**src/rtl/fmi_pkg.sv**
```systemverilog
package fmi_pkg;
   localparam int unsigned BYTE_W = 8;

   // Bit position of a channel's enable inside the control/status byte
   function automatic int unsigned en_pos(int unsigned ch);
      return 2 * ch;
   endfunction

   // Bit position of a channel's detect flag inside the control/status byte
   function automatic int unsigned flag_pos(int unsigned ch);
      return 2 * ch + 1;
   endfunction
endpackage

```
**src/rtl/fmi_target.sv**
```systemverilog
module fmi_target #(
   parameter int unsigned ADDR_W = 24,
   parameter int unsigned RAW    = 16,
   parameter logic [RAW-1:0] BASE = '0
) (
   input  logic              clk,
   input  logic              wr_en,
   input  logic [RAW-1:0]    acc_addr,
   input  logic [7:0]        wr_data,
   input  logic [ADDR_W-1:0] fetch_addr,
   output logic [ADDR_W-1:0] target,
   output logic              addr_eq,
   output logic              rd_sel,
   output logic [7:0]        rd_byte
);
   localparam int unsigned NB = ADDR_W / fmi_pkg::BYTE_W;

   logic [NB-1:0] byte_sel;

   for (genvar b = 0; b < NB; b++) begin : g_byte
      localparam logic [RAW-1:0] BADDR = BASE + RAW'(b);
      assign byte_sel[b] = (acc_addr == BADDR);
      // target bytes carry no reset: software loads them before enabling
      always_ff @(posedge clk) begin
         if (wr_en && byte_sel[b]) target[b*8 +: 8] <= wr_data;
      end
   end

   assign addr_eq = (fetch_addr == target);
   assign rd_sel  = |byte_sel;

   always_comb begin
      rd_byte = '0;
      for (int b = 0; b < NB; b++) begin
         if (byte_sel[b]) rd_byte = target[b*8 +: 8];
      end
   end
endmodule

```
**src/rtl/fmi_chan_ctl.sv**
```systemverilog
module fmi_chan_ctl (
   input  logic clk,
   input  logic rst_n,
   input  logic csr_we,
   input  logic wr_en_bit,
   input  logic wr_flag_bit,
   input  logic fetch_valid,
   input  logic addr_eq,
   output logic en,
   output logic flag,
   output logic hit
);
   logic set_now;

   assign set_now = fetch_valid & en & addr_eq;
   // only a first match (flag still clear) asks for an interrupt
   assign hit     = set_now & ~flag;

   always_ff @(posedge clk or negedge rst_n) begin
      if (!rst_n) begin
         en   <= 1'b0;
         flag <= 1'b0;
      end else begin
         if (csr_we) en <= wr_en_bit;
         if (set_now)                      flag <= 1'b1;
         else if (csr_we && !wr_flag_bit)  flag <= 1'b0;
      end
   end
endmodule

```
**src/rtl/fetch_match_irq.sv**
```systemverilog
module fetch_match_irq #(
   parameter int unsigned     ADDR_W   = 24,
   parameter int unsigned     NCH      = 2,
   parameter int unsigned     RAW      = 16,
   parameter logic [15:0]     TGT_BASE = 16'h1FF0,
   parameter logic [15:0]     CSR_ADDR = 16'h1FF6
) (
   input  logic              clk,
   input  logic              rst_n,
   input  logic [RAW-1:0]    reg_addr,
   input  logic              reg_wr,
   input  logic [7:0]        reg_wdata,
   output logic [7:0]        reg_rdata,
   input  logic              fetch_valid,
   input  logic [ADDR_W-1:0] fetch_addr,
   output logic              swi_req
);
   localparam int unsigned NB       = ADDR_W / fmi_pkg::BYTE_W;
   localparam int unsigned TGT_SPAN = NCH * NB;
   localparam int unsigned CSR_BITS = 2 * NCH;

   if (ADDR_W % fmi_pkg::BYTE_W != 0) begin : g_chk_w
      $error("ADDR_W must be a whole number of bytes");
   end
   if (CSR_BITS > 8) begin : g_chk_n
      $error("NCH must fit two bits per channel in one byte");
   end
   if (RAW > 16) begin : g_chk_a
      $error("RAW wider than the address parameters");
   end
   if ((CSR_ADDR >= TGT_BASE) && (CSR_ADDR < TGT_BASE + 16'(TGT_SPAN))) begin : g_chk_c
      $error("CSR_ADDR overlaps the target byte window");
   end

   logic [NCH-1:0]        en_vec, flag_vec, hit_vec, eq_vec, rd_sel_vec;
   logic [NCH*ADDR_W-1:0] tgt_flat;
   logic [7:0]            rd_byte [NCH];
   logic                  csr_sel, csr_we;
   logic [7:0]            csr_img;
   logic                  req_q;

   assign csr_sel = (reg_addr == RAW'(CSR_ADDR));
   assign csr_we  = reg_wr & csr_sel;

   for (genvar i = 0; i < NCH; i++) begin : g_ch
      localparam logic [RAW-1:0] CH_BASE = RAW'(TGT_BASE) + RAW'(i * NB);

      fmi_target #(.ADDR_W(ADDR_W), .RAW(RAW), .BASE(CH_BASE)) u_tgt (
         .clk        (clk),
         .wr_en      (reg_wr),
         .acc_addr   (reg_addr),
         .wr_data    (reg_wdata),
         .fetch_addr (fetch_addr),
         .target     (tgt_flat[i*ADDR_W +: ADDR_W]),
         .addr_eq    (eq_vec[i]),
         .rd_sel     (rd_sel_vec[i]),
         .rd_byte    (rd_byte[i])
      );

      fmi_chan_ctl u_ctl (
         .clk         (clk),
         .rst_n       (rst_n),
         .csr_we      (csr_we),
         .wr_en_bit   (reg_wdata[fmi_pkg::en_pos(i)]),
         .wr_flag_bit (reg_wdata[fmi_pkg::flag_pos(i)]),
         .fetch_valid (fetch_valid),
         .addr_eq     (eq_vec[i]),
         .en          (en_vec[i]),
         .flag        (flag_vec[i]),
         .hit         (hit_vec[i])
      );
   end

   always_comb begin
      csr_img = '0;
      for (int i = 0; i < NCH; i++) begin
         csr_img[fmi_pkg::en_pos(i)]   = en_vec[i];
         csr_img[fmi_pkg::flag_pos(i)] = flag_vec[i];
      end
   end

   always_comb begin
      reg_rdata = '0;
      for (int i = 0; i < NCH; i++) begin
         if (rd_sel_vec[i]) reg_rdata = rd_byte[i];
      end
      if (csr_sel) reg_rdata = csr_img;
   end

   // one request regardless of how many channels hit together
   always_ff @(posedge clk or negedge rst_n) begin
      if (!rst_n) req_q <= 1'b0;
      else        req_q <= |hit_vec;
   end

   assign swi_req = req_q;
endmodule

```
**config.mk**
```make
export PLATFORM = sky130hd
export DESIGN_NAME = fetch_match_irq
export DESIGN_NICKNAME = d
export VERILOG_FILES = /design/src/rtl/fmi_pkg.sv /design/src/rtl/fmi_target.sv /design/src/rtl/fmi_chan_ctl.sv /design/src/rtl/fetch_match_irq.sv
export SDC_FILE = /design/constraint.sdc
export NUM_CORES = 1
export LEC_CHECK = 0
export BUFFER_PORTS_ARGS = -buffer_cell sky130_fd_sc_hd__buf_2
export CAP_MARGIN = 20
export CORE_UTILIZATION = 50
export DETAILED_ROUTE_END_ITERATION = 10
export PLACE_DENSITY_LB_ADDON = 0.15
export SLEW_MARGIN = 5
export SYNTH_ARGS = -nofsm -noshare
export SYNTH_HDL_FRONTEND = slang
export SYNTH_SLANG_ARGS = --single-unit
```
**constraint.sdc**
```tcl
create_clock -name clk -period 5.5 [get_ports clk]
set_input_delay 1.1 -clock clk [delete_from_list [all_inputs] [get_ports clk]]
set_output_delay 1.1 -clock clk [all_outputs]
set_load 0.02 [all_outputs]
```
==> PnR_summary.wiki, run 1 <==
{| class="wikitable"
! Metric !! Value
|-
| Hold Violations, Final || 0
|-
| Cell area after synthesis || 2830 um2
|-
| TritonCTS Buffers || 5
|-
| CP Data Arrival Time || 2.91 ns
|-
| GRT Residual Overflow || 0
|-
| Number of iterations in the first detailed-routing pass || 6
|-
| Largest area contributor in the synthesized netlist || edfxtp_1
|-
| Cell repeated most along the worst path || buf_2
|-
| Run status || finished, final reports clean
|-
| Number of enable flip-flop cells after synthesis || 48
|-
| CP Capture Type || output port
|-
| Share of the synthesized area in the top cell type || 50.9%
|-
| CP Data Required Time || 4.40 ns
|-
| Worst path buffer plus inverter count || 2
|-
| PD cells || 225 nW/um2
|-
| Via count of the first global-routing pass || 2130
|-
| Number of nets in the synthesized netlist || 284
|-
| Synth-to-Final Area Change || 16.2%
|-
| Count of antenna diodes in the layout || 0
|-
| IO Port Bufs || 60
|-
| DRT antenna net count || 0
|-
| Reg area || 1570 um2
|-
| Number of distinct standard cells referenced by the synthesized netlist || 35
|-
| Least-Margin Pin Slew || 0.983 ns
|-
| Final-stage net count || 349
|-
| Maximum number of pins on one net before global-route repair || 26
|-
| Number of warnings reported in the yosys synthesis log || 0
|-
| Gate count after technology mapping || 232
|-
| Via Count || 2206
|-
| Cell with the largest stage delay on the worst path || nor4_4
|-
| Peak Freq || 249 MHz
|-
| Min Tclk post-route || 4.01 ns
|-
| Die boundary height || 77.2 um
|-
| Number of antenna violations at the first check in global routing || 0
|-
| Width of the die || 77.2 um
|-
| Routed wire per std cell || 20.5 um
|-
| Final period utilization || 73.0%
|-
| Clock tree from TritonCTS || yes
|-
| HPWL after DPL || 5670 um
|-
| Crit path cell chain || buf_2 -> nand4bb_4 -> or2_4 -> nor4_4 -> o311ai_1 -> a22oi_1 -> buf_2
|-
| I/O pins || 61
|-
| Unrepaired setup endpoints after global routing || no
|-
| Post-Route Skew || 0.0139 ns
|-
| Slew headroom || 34.1%
|-
| Post-layout util || 60.1%
|-
| Largest incremental delay on the critical path || 0.52 ns
|-
| Final wirelength || 7570 um
|-
| Placement row count || 27
|-
| Fraction of final layout cells sized beyond drive strength 1 || 27.2%
|-
| Post-cts sizing count || 0
|-
| Synth Flop Type || edfxtp_1
|-
| Per-instance average area after synthesis || 12.2 um2
|-
| Final sum of negative setup slack || 0 ns
|-
| Buffer type at the clock tree root || clkbuf_8
|-
| Routability Congestion || 0.921
|-
| CTS H-tree lvls || 2
|-
| Area of the die || 5970 um2
|-
| Number of register bits inferred by synthesis || 53
|-
| Fin Hold WS || 0.509 ns
|-
| Cell family with most CP delay || simple AND/OR/NAND/NOR gates
|-
| Number of setup buffers added after CTS || 0
|-
| Max Root-Sink Buffers || 2
|-
| DRC violation total after the first TritonRoute iteration || 227
|-
| Starting density of the core || 51.7%
|-
| Via density || 5.96
|-
| TritonCTS sink count || 53
|-
| Most instantiated cells after synthesis || 48 x edfxtp_1, 26 x xnor2_1, 24 x nand2_1
|-
| Global-route wire length before repair || 11400 um
|-
| Top cells by area in the synthesized netlist || edfxtp_1 51%, xnor2_1 8.0%, xor2_1 6.8%
|-
| Clock transition at the register clock pins on the worst setup and hold paths after CTS || 0.11 ns
|-
| Endpoints failing setup || 0
|-
| Type of the worst setup path || primary input to output port
|-
| GRT Overall Usage || 26.5%
|-
| Share of async-settable or async-resettable flops after synthesis || 9.43%
|-
| Area taken by multi-input logic gates || 1210 um2
|-
| Clock network latency to the later pin of the worst-skew pair || 0.32 ns
|-
| Hold buffer count at CTS || 0
|-
| Final worst setup slack || 1.49 ns
|-
| Standby leakage power || 1.21 nW
|-
| Hold Crit Class || flip-flop to flip-flop
|-
| Number of inserted filler cells in the final layout || 479
|-
| Worst-case vdd ir drop || 172 uV
|-
| Core area || 5470 um2
|-
| Final routed DRC violation total || 0
|-
| Most common cell in the netlist || edfxtp_1
|-
| Kind of launch point of the worst setup path || primary input
|-
| Critical-path maximum fanout || 9
|-
| Sequential share of the synthesized area || 55.3%
|-
| Setup slack after placement || 1.50 ns
|-
| Total power || 0.739 mW
|-
| Final Slew Violations || 0
|-
| Max Cap Viol || 0
|}
## final cells by class
| cell class | instances | area share (%) |
|---|---|---|
| Sequential cell | 53 | 47.6 |
| Multi-Input combinational cell | 172 | 36.8 |
| Timing Repair Buffer | 63 | 9.82 |
| Tap cell | 72 | 2.74 |
| Clock buffer | 5 | 2.09 |
| Clock inverter | 3 | 0.647 |
| Inverter | 2 | 0.228 |
## layer usage
metal | share of wire, % | global-route usage [%] | vias to the layer above
met2 | 45 | 39.1 | 161
met5 | 0 | 0 | -
met1 | 41 | 36.8 | 1024
met4 | 3.6 | 13.6 | 0
li1 | - | - | 997
met3 | 10 | 5.48 | 24
## sequential cells by signal (all words and copies together) (netlist names)
signal	count
g_ch.u_ctl.flag	2
g_ch.u_ctl.en	2
swi_req	1
g_ch.u_tgt.target	48
## final timing paths
check                                             startpoint                              to  slack (ns)  depth (start not counted)
setup reg to reg           g_ch[1].u_tgt.target[5]$_DFFE_PP_               swi_req$_DFF_PN0_        3.77                          5
setup / recovery                                reg_addr[14]                    reg_rdata[7]        1.49                          7
hold reg to reg               g_ch[0].u_ctl.flag$_DFFE_PN0P_               swi_req$_DFF_PN0_        0.51                          1
max in group asynchronous                              rst_n  g_ch[0].u_ctl.flag$_DFFE_PN0P_        4.81                          1
hold / removal                g_ch[0].u_ctl.flag$_DFFE_PN0P_               swi_req$_DFF_PN0_        0.51                          1
min in group asynchronous                              rst_n    g_ch[0].u_ctl.en$_DFFE_PN0N_        0.56                          1
## worst reg2reg max path, cell delays in order, from the launching register on
cell      delay (ns)
edfxtp_1        0.43
xnor2_1         0.27
nand4_1         0.14
nor4_1          0.41
nand4_1         0.20
o22ai_1         0.22
## cells in the final DEF (no fill, tap or decap), types with 2 or more instances in the layout
cell type,n
o22ai_1,7
dfrtp_1,5
clkbuf_8,5
buf_2,60
xor2_1,22
nand2b_1,2
o21ai_0,19
a22oi_1,3
mux2i_1,7
nor4_4,2
nand2_1,24
xnor2_1,26
mux2_2,3
nor4_1,6
nor2_1,10
nand4_1,9
nor2b_1,3
edfxtp_1,48
buf_4,3
nor3_1,5
inv_1,2
o2bb2ai_1,4
nand3_1,2
a21oi_1,5
## stage by stage
step	std cells	cell area, um2
2_1_floorplan	232	2830
3_3_place_gp	362	3200
3_5_place_dp	362	3200
4_1_cts	370	3290
5_1_grt	370	3290
6_report	370	3290
## report_power, final
part	total [mW]	switching (mW)	internal, mW
logic	0.0735	0.0420	0.0315
registers	0.438	0.0000102	0.438
clock network	0.227	0.137	0.0906
## cells by family (layout without fill, tap and decap cells)
group / Yosys count / in the layout / synth area share (%)
and+or+nand+nor: 72 / 72 / 14.9
muxes: 10 / 10 / 3.67
AOI/OAI and AO/OA: 42 / 42 / 9.02
DFF: 53 / 53 / 55.3
xor gates and xnor gates: 48 / 48 / 14.9
buffers and inverters: 7 / 73 / 2.25
Power figures use the tool's default switching activity.
==> run 2: changes to the inputs <==
==> constraint.sdc (replaced) <==
create_clock -name clk -period 4.2 [get_ports clk]
set_input_delay 0.84 -clock clk [delete_from_list [all_inputs] [get_ports clk]]
set_output_delay 0.84 -clock clk [all_outputs]
set_load 0.02 [all_outputs]
==> PnR_summary.wiki, run 2 (same netlist as run 1, synthesis figures left out) <==
{| class="wikitable"
! Metric !! Value
|-
| Run status || finished, final reports clean
|-
| Global-route wire length before repair || 11600 um
|-
| GRT Overall Usage || 27.0%
|-
| Final period utilization || 84.6%
|-
| CTS H-tree lvls || 2
|-
| Cells after DPL || 367
|-
| Unrepaired setup endpoints after global routing || no
|-
| Via density || 5.76
|-
| Core area || 5470 um2
|-
| Fraction of final layout cells sized beyond drive strength 1 || 28.1%
|-
| Clock tree from TritonCTS || yes
|-
| IO Port Bufs || 60
|-
| Endpoints failing setup || 0
|-
| Hold Crit Class || primary input to async pin
|-
| Final worst setup slack || 0.649 ns
|-
| Count of antenna diodes in the layout || 0
|-
| Maximum number of pins on one net before global-route repair || 26
|-
| Final wirelength || 7580 um
|-
| Min Tclk post-route || 3.55 ns
|-
| Largest registers || g_ch.u_tgt.target x48, g_ch.u_ctl.en x2, g_ch.u_ctl.flag x2
|-
| Final routed DRC violation total || 0
|-
| Final sum of negative setup slack || 0 ns
|-
| Routed wire per std cell || 20.2 um
|-
| Final standard cell count with taps included and fillers excluded || 375
|-
| Max Cap Viol || 0
|-
| Routability Congestion || 0.891
|-
| Least-Margin Pin Slew || 0.861 ns
|-
| Area of the die || 5970 um2
|-
| Max Root-Sink Buffers || 2
|-
| Via count of the first global-routing pass || 2166
|-
| I/O pins || 61
|-
| GRT Residual Overflow || 0
|-
| PD cells || 294 nW/um2
|-
| Fin Hold WS || 0.310 ns
|-
| Final-stage net count || 354
|-
| Setup slack after placement || 0.737 ns
|-
| Worst-case vdd ir drop || 216 uV
|-
| Slew headroom || 42.4%
|-
| Cell repeated most along the worst path || buf_2
|-
| CP Capture Type || output port
|-
| Kind of launch point of the worst setup path || primary input
|-
| Buffer type at the clock tree root || clkbuf_8
|-
| Largest incremental delay on the critical path || 0.59 ns
|-
| Post-cts sizing count || 0
|-
| TritonCTS Buffers || 5
|-
| TritonCTS sink count || 53
|-
| CP Data Required Time || 3.36 ns
|-
| Total power || 0.978 mW
|-
| HPWL after DPL || 5790 um
|-
| Critical-path maximum fanout || 9
|-
| Width of the die || 77.2 um
|-
| Clock transition at the register clock pins on the worst setup and hold paths after CTS || 0.10 ns
|-
| Type of the worst setup path || primary input to output port
|-
| Hold buffer count at CTS || 0
|-
| Cell with the largest stage delay on the worst path || nor4_4
|-
| DRT antenna net count || 0
|-
| Most common cell after layout, fill and taps aside || buf_2
|-
| Max reg flops || 48
|-
| DRC violation total after the first TritonRoute iteration || 212
|-
| Clock network latency to the later pin of the worst-skew pair || 0.32 ns
|-
| Reg-to-reg slack, setup || 2.52 ns
|-
| Synth-to-Final Area Change || 17.6%
|-
| Final std cell area, no fill || 3330 um2
|-
| Cell area reported after detailed placement || 3230 um2
|-
| Placement row count || 27
|-
| Number of antenna violations at the first check in global routing || 0
|-
| Highest-count cells in the layout ignoring fill and taps || 60 x buf_2, 48 x edfxtp_1, 26 x xnor2_1
|-
| Peak Freq || 282 MHz
|-
| Post-Route Skew || 0.0123 ns
|-
| CP Data Arrival Time || 2.71 ns
|-
| Final Slew Violations || 0
|-
| Number of setup buffers added after CTS || 0
|-
| Top reg by flops || g_ch.u_tgt.target
|-
| Hold Violations, Final || 0
|-
| Crit path cell chain || buf_2 -> nand4bb_4 -> or2_4 -> nor4_4 -> o311ai_1 -> a22oi_1 -> buf_2
|-
| Die boundary height || 77.2 um
|-
| Starting density of the core || 51.7%
|-
| Post-layout util || 60.8%
|-
| Number of iterations in the first detailed-routing pass || 4
|-
| Standby leakage power || 1.25 nW
|-
| Via Count || 2160
|}
==> run 2: path summary, 6_finish.rpt <==
check,start,endpoint,depth (start not counted)
setup reg to reg,g_ch[1].u_tgt.target[13]$_DFFE_PP_,swi_req$_DFF_PN0_,5
min in group clk,g_ch[0].u_ctl.flag$_DFFE_PN0P_,swi_req$_DFF_PN0_,1
hold reg to reg,g_ch[0].u_ctl.flag$_DFFE_PN0P_,swi_req$_DFF_PN0_,1
hold / removal,rst_n,g_ch[1].u_ctl.flag$_DFFE_PN0P_,1
setup / recovery,reg_addr[14],reg_rdata[7],7
max in group asynchronous,rst_n,swi_req$_DFF_PN0_,1
==> run 2: power by group <==
group	internal (mW)	switching (mW)
Combinational	0.0417	0.0562
Sequential	0.574	0.0000133
Clock	0.134	0.172
==> run 2: worst max-delay path: cells and delay by family <==
kind,cells,cell delay [ns]
AOI/OAI and AO/OA,2,0.47
buffers and inverters,2,0.30
and+or+nand+nor,3,1.10
==> run 2: layer usage <==
metal  vias to the layer above  GRT usage (%)  wire [um]  part of all wire [%]
met1                      1009           36.3       3070                    40
met3                        23           6.31        719                   9.5
li1                       1006              -          -                     -
met5                         -              0          0                     0
met2                       122           40.6       3510                    46
met4                         0           14.0        278                   3.7
==> run 2: area by class of cell <==
class | count | area, um2
Timing Repair Buffer | 68 | 360
Inverter | 2 | 7.51
Fill cell | 471 | 2150
Clock buffer | 6 | 82.6
Multi-Input combinational cell | 172 | 1210
Clock inverter | 2 | 13.8
Sequential cell | 53 | 1570
Tap cell | 72 | 90.1
==> run 3: changes to the inputs <==
--- a/config.mk
+++ b/config.mk
@@ -5,6 +5,7 @@
 export SDC_FILE = /design/constraint.sdc
 export NUM_CORES = 1
 export LEC_CHECK = 0
+export ABC_AREA = 1
 export BUFFER_PORTS_ARGS = -buffer_cell sky130_fd_sc_hd__buf_2
 export CAP_MARGIN = 20
 export CORE_UTILIZATION = 50
==> constraint.sdc (replaced) <==
create_clock -name clk -period 3.7 [get_ports clk]
set_input_delay 0.74 -clock clk [delete_from_list [all_inputs] [get_ports clk]]
set_output_delay 0.74 -clock clk [all_outputs]
set_load 0.02 [all_outputs]
==> PnR_summary.wiki, run 3 <==
{| class="wikitable"
! Metric !! Value
|-
| Run status || finished, final reports clean
|-
| Area of the die || 6990 um2
|-
| Die boundary height || 83.6 um
|-
| Starting density of the core || 52.1%
|-
| Via density || 5.62
|-
| Highest-count cells in the layout ignoring fill and taps || 78 x nand2_1, 60 x buf_2, 58 x inv_1
|-
| Number of warnings reported in the yosys synthesis log || 0
|-
| Max Cap Viol || 0
|-
| Share of async-settable or async-resettable flops after synthesis || 9.43%
|-
| Synth Flop Type || edfxtp_1
|-
| GRT Overall Usage || 31.3%
|-
| Max reg flops || 48
|-
| Via count of the first global-routing pass || 2998
|-
| Clock network latency to the later pin of the worst-skew pair || 0.31 ns
|-
| Sequential share of the synthesized area || 47.0%
|-
| Clock transition at the register clock pins on the worst setup and hold paths after CTS || 0.10 ns
|-
| Endpoints failing setup || 0
|-
| Number of nets in the synthesized netlist || 448
|-
| Buffer type at the clock tree root || clkbuf_8
|-
| TritonCTS sink count || 53
|-
| Hold Crit Class || primary input to async pin
|-
| Most common cell in the netlist || nand2_1
|-
| Final Slew Violations || 0
|-
| Placement row count || 29
|-
| Post-cts sizing count || 0
|-
| Setup slack after placement || 0.408 ns
|-
| Clock tree from TritonCTS || yes
|-
| Slew headroom || 33.4%
|-
| Fraction of final layout cells sized beyond drive strength 1 || 24.7%
|-
| Number of enable flip-flop cells after synthesis || 48
|-
| Most instantiated cells after synthesis || 78 x nand2_1, 58 x inv_1, 50 x nand3_1
|-
| Type of the worst setup path || primary input to output port
|-
| Core area || 6390 um2
|-
| Share of the synthesized area in the top cell type || 43.3%
|-
| CP Data Arrival Time || 2.59 ns
|-
| Max Root-Sink Buffers || 2
|-
| Global-route wire length before repair || 16200 um
|-
| Number of iterations in the first detailed-routing pass || 5
|-
| Final worst setup slack || 0.370 ns
|-
| Worst-case vdd ir drop || 237 uV
|-
| GRT Residual Overflow || 0
|-
| Unrepaired setup endpoints after global routing || no
|-
| CP Data Required Time || 2.96 ns
|-
| Critical-path maximum fanout || 22
|-
| Final wirelength || 10400 um
|-
| Number of register bits inferred by synthesis || 53
|-
| Final period utilization || 90.0%
|-
| Cell area after synthesis || 3330 um2
|-
| Min Tclk post-route || 3.33 ns
|-
| I/O pins || 61
|-
| Final routed DRC violation total || 0
|-
| Most common cell after layout, fill and taps aside || nand2_1
|-
| Cell area reported after detailed placement || 3710 um2
|-
| Number of distinct standard cells referenced by the synthesized netlist || 36
|-
| Hold buffer count at CTS || 0
|-
| PD cells || 301 nW/um2
|-
| Largest registers || g_ch.u_tgt.target x48, g_ch.u_ctl.en x2, g_ch.u_ctl.flag x2
|-
| CTS H-tree lvls || 2
|-
| Least-Margin Pin Slew || 0.995 ns
|-
| Hold Violations, Final || 0
|-
| Largest area contributor in the synthesized netlist || edfxtp_1
|-
| Via Count || 3046
|-
| Final sum of negative setup slack || 0 ns
|-
| Gate count after technology mapping || 396
|-
| Top cells by area in the synthesized netlist || edfxtp_1 43%, nand2_1 8.8%, nand3_1 7.5%
|-
| Final-stage net count || 516
|-
| Top reg by flops || g_ch.u_tgt.target
|-
| IO Port Bufs || 60
|-
| Routability Congestion || 1.00
|-
| Kind of launch point of the worst setup path || primary input
|-
| Standby leakage power || 1.79 nW
|-
| Per-instance average area after synthesis || 8.41 um2
|-
| Number of antenna violations at the first check in global routing || 0
|-
| Peak Freq || 300 MHz
|-
| Post-Route Skew || 0.00669 ns
|-
| CP Capture Type || output port
|-
| Final std cell area, no fill || 3830 um2
|-
| DRC violation total after the first TritonRoute iteration || 268
|-
| Number of setup buffers added after CTS || 0
|-
| Width of the die || 83.6 um
|-
| TritonCTS Buffers || 5
|-
| Synth-to-Final Area Change || 14.9%
|-
| HPWL after DPL || 8370 um
|-
| Maximum number of pins on one net before global-route repair || 23
|-
| DRT antenna net count || 0
|-
| Routed wire per std cell || 19.2 um
|-
| Count of antenna diodes in the layout || 0
|}
==> run 3: critical path, stage by stage <==
cell,delay (ns)
buf_2,0.11
nor2_2,0.11
nand2_2,0.09
nor2_8,0.35
nand2_2,0.33
nand3_4,0.26
o21ai_2,0.07
nor2_1,0.14
nor2_1,0.06
nor2_1,0.12
buf_2,0.19
==> run 3: final timing paths <==
kind | start | endpoint | slack (ns) | depth (start not counted)
max | reg_addr[15] | reg_rdata[4] | 0.37 | 11
min | rst_n | g_ch[0].u_ctl.en$_DFFE_PN0N_ | 0.22 | 1
max reg2reg | g_ch[0].u_tgt.target[22]$_DFFE_PP_ | swi_req$_DFF_PN0_ | 2.18 | 6
min reg2reg | g_ch[1].u_ctl.flag$_DFFE_PN0P_ | g_ch[1].u_ctl.flag$_DFFE_PN0P_ | 0.52 | 2
max in group asynchronous | rst_n | g_ch[1].u_ctl.en$_DFFE_PN0N_ | 3.36 | 1
min in group clk | g_ch[1].u_ctl.flag$_DFFE_PN0P_ | g_ch[1].u_ctl.flag$_DFFE_PN0P_ | 0.52 | 2
==> run 3: cells by family after synthesis <==
family / after synthesis / share of synthesized area, %
and+or+nand+nor: 217 / 31.9
buffers and inverters: 71 / 9.17
DFF: 53 / 47.0
muxes: 2 / 0.902
AOI/OAI and AO/OA: 40 / 7.59
xor gates and xnor gates: 13 / 3.42
==> run 3: stage by stage <==
| stage | util [%] | instances | hold WS [ns] | total power, mW |
|---|---|---|---|---|
| floorplan | - | 396 | 0.444 | 0.706 |
| global placement | 58.2 | 534 | 0.477 | 0.761 |
| detailed placement | 58.2 | 534 | 0.505 | 0.762 |
| CTS | 59.9 | 542 | 0.218 | 1.16 |
| global route | 59.9 | 542 | 0.213 | 1.18 |
| finish | 59.9 | 542 | 0.217 | 1.15 |
==> run 3: metal layers <==
metal | wire length (um) | vias to the layer above | share of wire [%] | global-route usage (%)
met2 | 4690 | 169 | 45 | 49.8
met3 | 867 | 24 | 8.3 | 5.84
met5 | 0 | - | 0 | 0
met4 | 331 | 0 | 3.2 | 12.0
li1 | - | 1445 | - | -
met1 | 4510 | 1408 | 43 | 42.4
==> run 3: power breakdown <==
| group | leakage, nW | switching, mW | internal [mW] | total, mW |
|---|---|---|---|---|
| registers | 0.501 | 0.0000131 | 0.651 | 0.652 |
| clock network | 0.0554 | 0.198 | 0.203 | 0.401 |
| logic | 1.23 | 0.0621 | 0.0365 | 0.0986 |
==> run 3: area by class of cell <==
| type | count | area [um2] |
|---|---|---|
| clock inverters | 2 | 38.8 |
| well taps | 77 | 96.3 |
| clock buffers | 6 | 72.6 |
| multi-input cells | 272 | 1460 |
| inverters | 66 | 249 |
| flip-flops and latches | 53 | 1570 |
| repair buffers | 66 | 345 |
| fillers | 584 | 2560 |
